[src/rtl/uart_tx_pkg.sv]
package uart_tx_pkg;

  localparam int STOP_CODE_W = 4;

  typedef enum logic [2:0] {
    SH_IDLE,
    SH_START,
    SH_DATA,
    SH_PAR,
    SH_STOP
  } sh_state_t;

  typedef struct packed {
    logic [1:0]             len;
    logic                   par_en;
    logic                   par_odd;
    logic [STOP_CODE_W-1:0] stop;
  } frame_cfg_t;

endpackage

[src/rtl/uart_tx_hold.sv]
module uart_tx_hold #(
  parameter int DATA_W = 8
) (
  input  logic              clk,
  input  logic              rst,
  input  logic              clr,
  input  logic              wr_en,
  input  logic              accept_en,
  input  logic              take,
  input  logic [DATA_W-1:0] wr_data,
  output logic              full,
  output logic [DATA_W-1:0] data,
  output logic              accepted
);

  assign accepted = wr_en & accept_en & ~full;

  always_ff @(posedge clk) begin
    if (rst || clr) begin
      full <= 1'b0;
    end else if (take) begin
      full <= 1'b0;
    end else if (accepted) begin
      full <= 1'b1;
    end
  end

  always_ff @(posedge clk) begin
    if (accepted) begin
      data <= wr_data;
    end
  end

endmodule

[src/rtl/uart_tx_shift.sv]
module uart_tx_shift
  import uart_tx_pkg::*;
#(
  parameter int DATA_W     = 8,
  parameter int OVERSAMPLE = 16
) (
  input  logic              clk,
  input  logic              rst,
  input  logic              clr,
  input  logic              tick,
  input  logic              go,
  input  logic [DATA_W-1:0] ld_data,
  input  frame_cfg_t        cfg,
  output logic              take,
  output logic              done,
  output logic              busy,
  output logic              line
);

  localparam int TW  = $clog2(OVERSAMPLE);
  localparam int BW  = $clog2(DATA_W);
  localparam int SLW = $clog2(2 * OVERSAMPLE + 1);
  localparam logic [STOP_CODE_W-1:0] CODE_MAX = '1;
  localparam logic [SLW-1:0] LEN_ONE  = SLW'(OVERSAMPLE);
  localparam logic [SLW-1:0] LEN_TWO  = SLW'(2 * OVERSAMPLE);
  localparam logic [SLW-1:0] LEN_MIN5 = SLW'(OVERSAMPLE + OVERSAMPLE / 2);

  sh_state_t         state;
  logic [TW-1:0]     tcnt;
  logic [BW-1:0]     bidx;
  logic [SLW-1:0]    scnt;
  logic [DATA_W-1:0] sreg;
  logic [BW-1:0]     last_idx;
  logic              par_en;
  logic              par_bit;
  logic [SLW-1:0]    slen;

  logic [DATA_W-1:0] mask;
  logic [DATA_W-1:0] masked;
  logic [BW-1:0]     ld_last;
  logic [SLW-1:0]    ld_slen;
  logic              ld_par;
  logic              bit_end;
  logic              stop_last;

  // Frame parameters captured at load time
  always_comb begin
    ld_last = BW'(DATA_W - 4) + BW'(cfg.len);
    for (int i = 0; i < DATA_W; i++) begin
      mask[i] = (BW'(i) <= ld_last);
    end
    masked = ld_data & mask;
    ld_par = (^masked) ^ cfg.par_odd;
    if (cfg.stop == CODE_MAX) begin
      ld_slen = LEN_TWO;
    end else begin
      ld_slen = LEN_ONE + SLW'(cfg.stop);
    end
    if (cfg.len == 2'd0 && ld_slen < LEN_MIN5) begin
      ld_slen = LEN_MIN5;
    end
  end

  assign bit_end   = (tcnt == TW'(OVERSAMPLE - 1));
  assign stop_last = (state == SH_STOP) && (scnt == slen - 1'b1);
  assign take      = tick & go & ((state == SH_IDLE) | stop_last);
  assign done      = tick & stop_last;
  assign busy      = (state != SH_IDLE);

  always_ff @(posedge clk) begin
    if (rst || clr) begin
      state <= SH_IDLE;
      line  <= 1'b1;
      tcnt  <= '0;
      bidx  <= '0;
      scnt  <= '0;
    end else if (take) begin
      state <= SH_START;
      line  <= 1'b0;
      tcnt  <= '0;
      bidx  <= '0;
    end else if (tick) begin
      unique case (state)
        SH_START: begin
          if (bit_end) begin
            state <= SH_DATA;
            line  <= sreg[0];
            tcnt  <= '0;
          end else begin
            tcnt <= tcnt + 1'b1;
          end
        end
        SH_DATA: begin
          if (bit_end) begin
            tcnt <= '0;
            if (bidx == last_idx) begin
              if (par_en) begin
                state <= SH_PAR;
                line  <= par_bit;
              end else begin
                state <= SH_STOP;
                line  <= 1'b1;
                scnt  <= '0;
              end
            end else begin
              bidx <= bidx + 1'b1;
              line <= sreg[1];
            end
          end else begin
            tcnt <= tcnt + 1'b1;
          end
        end
        SH_PAR: begin
          if (bit_end) begin
            state <= SH_STOP;
            line  <= 1'b1;
            scnt  <= '0;
            tcnt  <= '0;
          end else begin
            tcnt <= tcnt + 1'b1;
          end
        end
        SH_STOP: begin
          if (stop_last) begin
            state <= SH_IDLE;
          end else begin
            scnt <= scnt + 1'b1;
          end
        end
        default: ;
      endcase
    end
  end

  // Datapath without reset
  always_ff @(posedge clk) begin
    if (take) begin
      sreg     <= masked;
      last_idx <= ld_last;
      par_en   <= cfg.par_en;
      par_bit  <= ld_par;
      slen     <= ld_slen;
    end else if (tick && state == SH_DATA && bit_end) begin
      sreg <= sreg >> 1;
    end
  end

endmodule

[src/rtl/uart_tx_rts.sv]
module uart_tx_rts #(
  parameter int OVERSAMPLE = 16
) (
  input  logic clk,
  input  logic rst,
  input  logic tick,
  input  logic assert_req,
  input  logic release_req,
  input  logic auto_en,
  input  logic drained,
  output logic rts_n
);

  localparam int TW = $clog2(OVERSAMPLE);

  logic [TW-1:0] cnt;

  always_ff @(posedge clk) begin
    if (rst) begin
      rts_n <= 1'b1;
      cnt   <= '0;
    end else if (release_req) begin
      rts_n <= 1'b1;
      cnt   <= '0;
    end else if (assert_req) begin
      rts_n <= 1'b0;
      cnt   <= '0;
    end else if (auto_en && drained && !rts_n) begin
      if (tick) begin
        if (cnt == TW'(OVERSAMPLE - 1)) begin
          rts_n <= 1'b1;
          cnt   <= '0;
        end else begin
          cnt <= cnt + 1'b1;
        end
      end
    end else begin
      cnt <= '0;
    end
  end

endmodule

[src/rtl/uart_tx_fc.sv]
module uart_tx_fc
  import uart_tx_pkg::*;
#(
  parameter int DATA_W      = 8,
  parameter int OVERSAMPLE  = 16,
  parameter int SYNC_STAGES = 2
) (
  input  logic                   clk,
  input  logic                   rst,
  input  logic                   tick16,
  input  logic                   wr_en,
  input  logic [DATA_W-1:0]      wr_data,
  input  logic                   cmd_enable,
  input  logic                   cmd_disable,
  input  logic                   cmd_reset,
  input  logic                   cmd_break_on,
  input  logic                   cmd_break_off,
  input  logic                   cmd_rts_on,
  input  logic                   cmd_rts_off,
  input  logic [1:0]             cfg_len,
  input  logic                   cfg_par_en,
  input  logic                   cfg_par_odd,
  input  logic [STOP_CODE_W-1:0] cfg_stop,
  input  logic                   cfg_cts_en,
  input  logic                   cfg_rts_auto,
  input  logic                   cts_n,
  output logic                   txd,
  output logic                   tx_rdy,
  output logic                   tx_emt,
  output logic                   rts_n
);

  logic [SYNC_STAGES-1:0] cts_pipe;
  logic                   cts_s;
  logic                   en_q;
  logic                   brk_q;
  logic                   emt_q;
  logic                   txd_q;
  logic                   hold_full;
  logic [DATA_W-1:0]      hold_data;
  logic                   hold_acc;
  logic                   sh_take;
  logic                   sh_done;
  logic                   sh_busy;
  logic                   sh_line;
  logic                   go;
  frame_cfg_t             fcfg;

  always_ff @(posedge clk) begin
    if (rst) begin
      cts_pipe <= '1;
    end else begin
      cts_pipe <= {cts_pipe[SYNC_STAGES-2:0], cts_n};
    end
  end
  assign cts_s = cts_pipe[SYNC_STAGES-1];

  always_ff @(posedge clk) begin
    if (rst || cmd_reset || cmd_disable) begin
      en_q <= 1'b0;
    end else if (cmd_enable) begin
      en_q <= 1'b1;
    end
  end

  always_ff @(posedge clk) begin
    if (rst || cmd_reset || cmd_break_off) begin
      brk_q <= 1'b0;
    end else if (cmd_break_on) begin
      brk_q <= 1'b1;
    end
  end

  assign fcfg = '{len: cfg_len, par_en: cfg_par_en, par_odd: cfg_par_odd, stop: cfg_stop};
  assign go   = hold_full & ~brk_q & (~cfg_cts_en | ~cts_s);

  uart_tx_hold #(.DATA_W(DATA_W)) u_hold (
    .clk       (clk),
    .rst       (rst),
    .clr       (cmd_reset),
    .wr_en     (wr_en),
    .accept_en (en_q),
    .take      (sh_take),
    .wr_data   (wr_data),
    .full      (hold_full),
    .data      (hold_data),
    .accepted  (hold_acc)
  );

  uart_tx_shift #(.DATA_W(DATA_W), .OVERSAMPLE(OVERSAMPLE)) u_shift (
    .clk     (clk),
    .rst     (rst),
    .clr     (cmd_reset),
    .tick    (tick16),
    .go      (go),
    .ld_data (hold_data),
    .cfg     (fcfg),
    .take    (sh_take),
    .done    (sh_done),
    .busy    (sh_busy),
    .line    (sh_line)
  );

  uart_tx_rts #(.OVERSAMPLE(OVERSAMPLE)) u_rts (
    .clk         (clk),
    .rst         (rst),
    .tick        (tick16),
    .assert_req  (cmd_rts_on),
    .release_req (cmd_rts_off),
    .auto_en     (cfg_rts_auto),
    .drained     (~en_q & ~sh_busy & ~hold_full),
    .rts_n       (rts_n)
  );

  always_ff @(posedge clk) begin
    if (rst || cmd_reset || hold_acc) begin
      emt_q <= 1'b0;
    end else if (sh_done && !hold_full) begin
      emt_q <= 1'b1;
    end
  end

  always_ff @(posedge clk) begin
    if (rst) begin
      txd_q <= 1'b1;
    end else begin
      txd_q <= brk_q ? 1'b0 : sh_line;
    end
  end

  assign txd    = txd_q;
  assign tx_emt = emt_q;
  assign tx_rdy = en_q & ~hold_full;

endmodule

[config.mk]
export PLATFORM = sky130hd
export DESIGN_NAME = uart_tx_fc
export DESIGN_NICKNAME = d
export VERILOG_FILES = /design/src/rtl/uart_tx_pkg.sv /design/src/rtl/uart_tx_hold.sv /design/src/rtl/uart_tx_shift.sv /design/src/rtl/uart_tx_rts.sv /design/src/rtl/uart_tx_fc.sv
export SDC_FILE = /design/constraint.sdc
export NUM_CORES = 1
export LEC_CHECK = 0
export BUFFER_PORTS_ARGS = -buffer_cell sky130_fd_sc_hd__clkbuf_2
export CAP_MARGIN = 30
export CORE_ASPECT_RATIO = 2
export CORE_UTILIZATION = 57
export DETAILED_ROUTE_END_ITERATION = 12
export MAX_ROUTING_LAYER = met4
export PLACE_DENSITY = 0.79
export SLEW_MARGIN = 10
export SYNTH_ARGS = -nofsm -noshare
export SYNTH_HDL_FRONTEND = slang
export SYNTH_SLANG_ARGS = --single-unit
export TNS_END_PERCENT = 1
[constraint.sdc]
create_clock -name clk -period 3.69 [get_ports clk]
set_clock_uncertainty 0.15 [all_clocks]
set_input_delay 0.738 -clock clk [delete_from_list [all_inputs] [get_ports clk]]
set_output_delay 0.738 -clock clk [all_outputs]
set_load 0.01 [all_outputs]
# After elaboration in Yosys (flattened, before gate mapping)
# Cells that the tools add are included.
[totals]
regBits = 56
out_inout_bits = 4
elab_cells = 150
[op_classes]
add_sub_neg = 7
order_cmp = 9
eq_ne = 21
muxes = 33
bitwise = 23
reduce_logical = 37
[ops]
columns = ["cell", "n"]
rows = [
  ["6-bit two-way mux", 6],
  ["3-bit two-way mux", 6],
  ["6-bit one-hot mux with 3 select lines", 1],
  ["8-bit two-way mux", 2],
  ["3-bit by 2-bit != test with 1-bit output (second input constant)", 5],
  ["1-bit two-way mux", 14],
  ["7-bit AND reduction", 2],
  ["4-bit equality test (second input constant)", 3],
  ["3-bit <= comparator (first input constant)", 4],
  ["3-bit one-hot mux with 4 select lines", 1],
  ["1-bit AND", 10],
  ["2-bit by 1-bit != test with 1-bit output (second input constant)", 5],
  ["2-bit nonzero test", 5],
  ["1-bit inverter", 9],
  ["4-bit by 1-bit adder with 4-bit output (second input constant)", 2],
  ["8-bit AND", 1],
  ["4-bit two-way mux", 2],
  ["8-bit AND reduction", 1],
  ["4-bit nonzero test", 2],
  ["8-bit parity", 1],
  ["1-bit logical AND", 7],
  ["5-bit by 4-bit adder with 6-bit output (first input constant)", 1],
  ["6-bit by 1-bit adder with 6-bit output (second input constant)", 1],
  ["3-bit by 2-bit equality test with 1-bit output (second input constant)", 2],
  ["27 further kinds", 37],
]

# Logic depth before layout (Yosys ltp)
[logic_depth]
word_depth = 8
ltp_mapped = 10
mapped_depth_nobuf = 9

# Modules after synthesis
# A second synthesis with hierarchy kept.
[unflattened]
cells_unflattened = 253
hier_area_um2 = 2656.3
[by_module_without_submodules]
columns = ["mod", "instances", "cells_each", "area_each_um2", "seq_area_each_um2"]
rows = [
  ["uart_tx_shift", 1, 194, 1945.6, 880.8],
  ["uart_tx_hold", 1, 13, 285.3, 260.2],
  ["uart_tx_rts", 1, 25, 220.2, 100.1],
  ["uart_tx_fc", 1, 21, 205.2, 120.1],
]

# Least setup slack after synthesis
# OpenSTA, ideal clock, no wires.
[synth_timing]
kind = "input-to-reg"
from = "in tick16"
to = "reg u_shift.sreg[0] (data pin)"
t_arrival_ns = 2.192
t_required_ns = 3.280
setup_slack_ns = 1.088
stages = 6
path_buffers = 1
path_cell_list = "buf_2 inv_1 a2111oi_0 o21ai_4 inv_2 mux2_2"
[synth_between]
elab_chain_cells = 3
[synth_lines]
columns = ["item", "line_no", "text"]
rows = [
  ["start: declaration", "uart_tx_fc.sv:10", "input logic tick16,"],
  ["1-bit AND (2 in series)", "uart_tx_shift.sv:66", "assign take = tick & go & ((state == SH_IDLE) | stop_last);"],
  ["8-bit two-way mux", "uart_tx_shift.sv:137", "if (take) begin"],
  ["end signal: assignment", "uart_tx_shift.sv:138", "sreg <= masked;"],
  ["end signal: assignment", "uart_tx_shift.sv:144", "sreg <= sreg >> 1;"],
  ["end: declaration", "uart_tx_shift.sv:32", "logic [DATA_W-1:0] sreg;"],
]
# No other way between the ends.
# A chain may end at the register's enable or synchronous reset.

# Worst setup path after layout
[layout_timing]
from = "reg u_shift.slen[0]"
to = "reg u_shift.sreg[2] (data pin)"
[layout_between]
elab_chain_cells = 6
[layout_lines]
columns = ["item", "line_no", "text"]
rows = [
  ["start: declaration", "uart_tx_shift.sv:36", "logic [SLW-1:0] slen;"],
  ["start signal: assignment", "uart_tx_shift.sv:142", "slen <= ld_slen;"],
  ["6-bit by 1-bit subtractor with 6-bit output", "uart_tx_shift.sv:65", "assign stop_last = (state == SH_STOP) && (scnt == slen - 1'b1);"],
  ["6-bit equality test", "uart_tx_shift.sv:65", ""],
  ["1-bit logical AND", "uart_tx_shift.sv:65", ""],
  ["1-bit OR", "uart_tx_shift.sv:66", ""],
  ["1-bit AND", "uart_tx_shift.sv:66", ""],
  ["8-bit two-way mux", "uart_tx_shift.sv:137", ""],
]
# No other way between the ends.

==> flow_metrics.tcl <==
set metrics [dict create \
    status "completed" \
    h-tree-depth 2 \
    p_leak_nw 1.09 \
    track_usage 0.240 \
    grt_max_degree 21 \
    die_h_um 98.5 \
    rsz0062_at_grt "false" \
    die_area_um2 4950 \
    cellPowerDensity_nw_per_um2 342 \
    worst_slack_ps 756 \
    hold_violations 0 \
    slew_headroom 0.487 \
    ys_warn_count 0 \
    io_pins 34 \
    syn_to_final_growth_pct 11.4 \
    totalWireLength_um 5160 \
    seq_area_um2 1360 \
    grt-ovfl-total 0 \
    cts_resized 0 \
    cts_tree "done" \
    layout-drive-gt1-share 0.199 \
    post_cts_buffers 0 \
    whs_endpoint "cts_pipe[1]$_SDFF_PP1_" \
    nets 326 \
    maxCapViolations 0 \
    viasPerCell 5.69 \
    r2r-start "u_shift.slen[0]$_SDFFCE_PP0P_" \
    cts_sinks 55 \
    hold_depth 1 \
    vias 1970 \
    r2r_end "u_shift.sreg[2]$_DFFE_PP_" \
    cts-buffers-inserted 5 \
    min_period_over_period 0.795 \
    synth_area_um2 2660 \
    startpoint_type "flop" \
    cp.arrival_ps 2850 \
    rows 34 \
    hold_class "flop to flop" \
    dp_hpwl_um 3950 \
    ff2ff_setup_slack_ps 760 \
    final_cell_count_no_fill 346 \
    grt_pass1_vias 1998 \
    wl_per_cell_um 14.9 \
    fin_util 0.669 \
    total_power_mw 1.01 \
    synth_edf_count 26 \
    mostFrequentLayoutCells "clkbuf_2, dfxtp_1, edfxtp_1" \
    hold_start "cts_pipe[0]$_SDFF_PP1_" \
    grt_first_pass_wirelength_um 8700 \
    worstRegToRegCells 9 \
    slew_violations 0 \
    multi_input_area_um2 1220 \
    synth_ff_type "dfxtp_1" \
    tightest_slew_ps 750 \
    gp_congestion 0.780 \
    placed_cells 338 \
    clock_tree.root_cell "clkbuf_8" \
    syn_avg_cell_area_um2 10.4 \
    setup_viol 0 \
    antenna_found_initial 0 \
    ys_seq_elements 55 \
    cp_max_fo 14 \
    vdd_drop_max_uv 288 \
    clk_latency_ps 310 \
    clockBufferDepth 2 \
    path_clk_slew_ps 90 \
    period_needed_ps 2930 \
    fin_setup_tns_ps 0 \
    ant_nets 0 \
    fill_cells 389 \
    cp.required_ps 3600 \
    place_ws_ps 778 \
    syn_inst 256 \
    core_um2 4420 \
    crit_type "flop to flop" \
    async_reset_ff_frac 0 \
    max_freq_mhz 341 \
    syn-num-nets 291 \
    firstDrtPassIters 5 \
    final_common_cell "clkbuf_2" \
    portBuffers 33 \
    cts_hold_buf 0 \
    die_w_um 50.3 \
    ys_types 46 \
    n_antenna_cell 0 \
    start_util 0.600 \
    drtIter0Drc 44 \
    drc 0 \
    endpoint_kind "flop" \
    ys_seq_area_frac 0.512 \
]
[sequential cells by signal, summed over array words and instances, names as in the netlist, 2 cells and up]
name,count
u_shift.slen,6
u_rts.cnt,4
u_shift.last_idx,2
u_shift.bidx,3
cts_pipe,2
u_shift.sreg,8
u_shift.scnt,6
u_shift.state,3
u_hold.data,8
u_shift.tcnt,4
[power breakdown]
group	internal, mW	switching [mW]	total (mW)
Combinational	0.0229	0.0243	0.0472
Clock	0.132	0.188	0.321
Sequential	0.641	0.00223	0.643
Total	0.796	0.215	1.01
[Yosys cell counts (2+ instances only)]
master	number	area (um2)
a31oi_1	4	25.0
nand2b_1	5	31.3
nor2b_1	5	31.3
and2_1	4	25.0
a32o_1	4	40.0
nor3_1	22	110
mux2_2	6	67.6
nand3_1	9	45.0
or3_1	3	18.8
a21o_1	2	15.0
nor3b_1	3	22.5
and3_1	5	31.3
or2_2	3	18.8
a21oi_1	10	50.1
o2bb2ai_1	2	17.5
nand2_1	12	45.0
o21ai_0	11	55.1
clkbuf_1	4	15.0
xor2_1	4	35.0
mux2i_1	6	60.1
xnor2_1	16	140
edfxtp_1	26	781
nor2_1	25	93.8
ha_1	5	62.6
dfxtp_1	29	581
inv_1	11	41.3
[worst max path at each step]
stage | start | to | slack [ps] | depth (start not counted)
after floorplan | tick16 | u_shift.sreg[0]$_DFFE_PP_ | 1090 | 6
after global placement | tick16 | u_shift.sreg[5]$_DFFE_PP_ | 850 | 6
after detailed placement | u_shift.slen[0]$_SDFFCE_PP0P_ | u_shift.sreg[5]$_DFFE_PP_ | 780 | 9
after CTS | u_shift.slen[0]$_SDFFCE_PP0P_ | u_shift.sreg[2]$_DFFE_PP_ | 760 | 9
after global routing | u_shift.slen[0]$_SDFFCE_PP0P_ | u_shift.sreg[6]$_DFFE_PP_ | 560 | 10
final | u_shift.slen[0]$_SDFFCE_PP0P_ | u_shift.sreg[2]$_DFFE_PP_ | 760 | 9
[cell type report]
| class | instances | area share |
|---|---|---|
| tap | 54 | 0.0228 |
| clock inverter | 3 | 0.00677 |
| clock buffer | 5 | 0.0233 |
| timing repair buffer | 34 | 0.0584 |
| sequential | 55 | 0.460 |
| inverter | 12 | 0.0152 |
| multi-input combinational | 183 | 0.413 |
[logic make-up (layout without fill, tap and decap cells)]
kind of cell | Yosys count | count (layout) | synth area share
xor gates and xnor gates | 20 | 20 | 0.0659
muxes | 12 | 12 | 0.0480
DFF | 55 | 55 | 0.512
adders and majority gates | 5 | 5 | 0.0236
AOI/OAI and AO/OA | 42 | 42 | 0.108
buffers and inverters | 18 | 54 | 0.0273
and+or+nand+nor | 104 | 104 | 0.215
[critical path, cell delays in order, from the launching register on]
cell	delay, ps
edfxtp_1	430
inv_1	60
ha_1	240
nor2b_1	140
or3_1	340
a31oi_1	300
and2_2	290
o21ai_4	100
inv_2	270
mux2_2	370
[routing by layer]
metal | vias up | share of wire | track usage
met5 | - | 0 | -
met4 | 0 | 0.014 | 0.0857
li1 | 992 | - | -
met1 | 939 | 0.37 | 0.228
met2 | 32 | 0.60 | 0.458
met3 | 7 | 0.024 | 0.0386
[metrics by stage]
step	area, um2	hold slack, ps
after global routing	2960	305
after floorplan	2660	239
after global placement	2870	250
after CTS	2960	286
after detailed placement	2870	260
final	2960	287
Power figures use the tool's default switching activity.
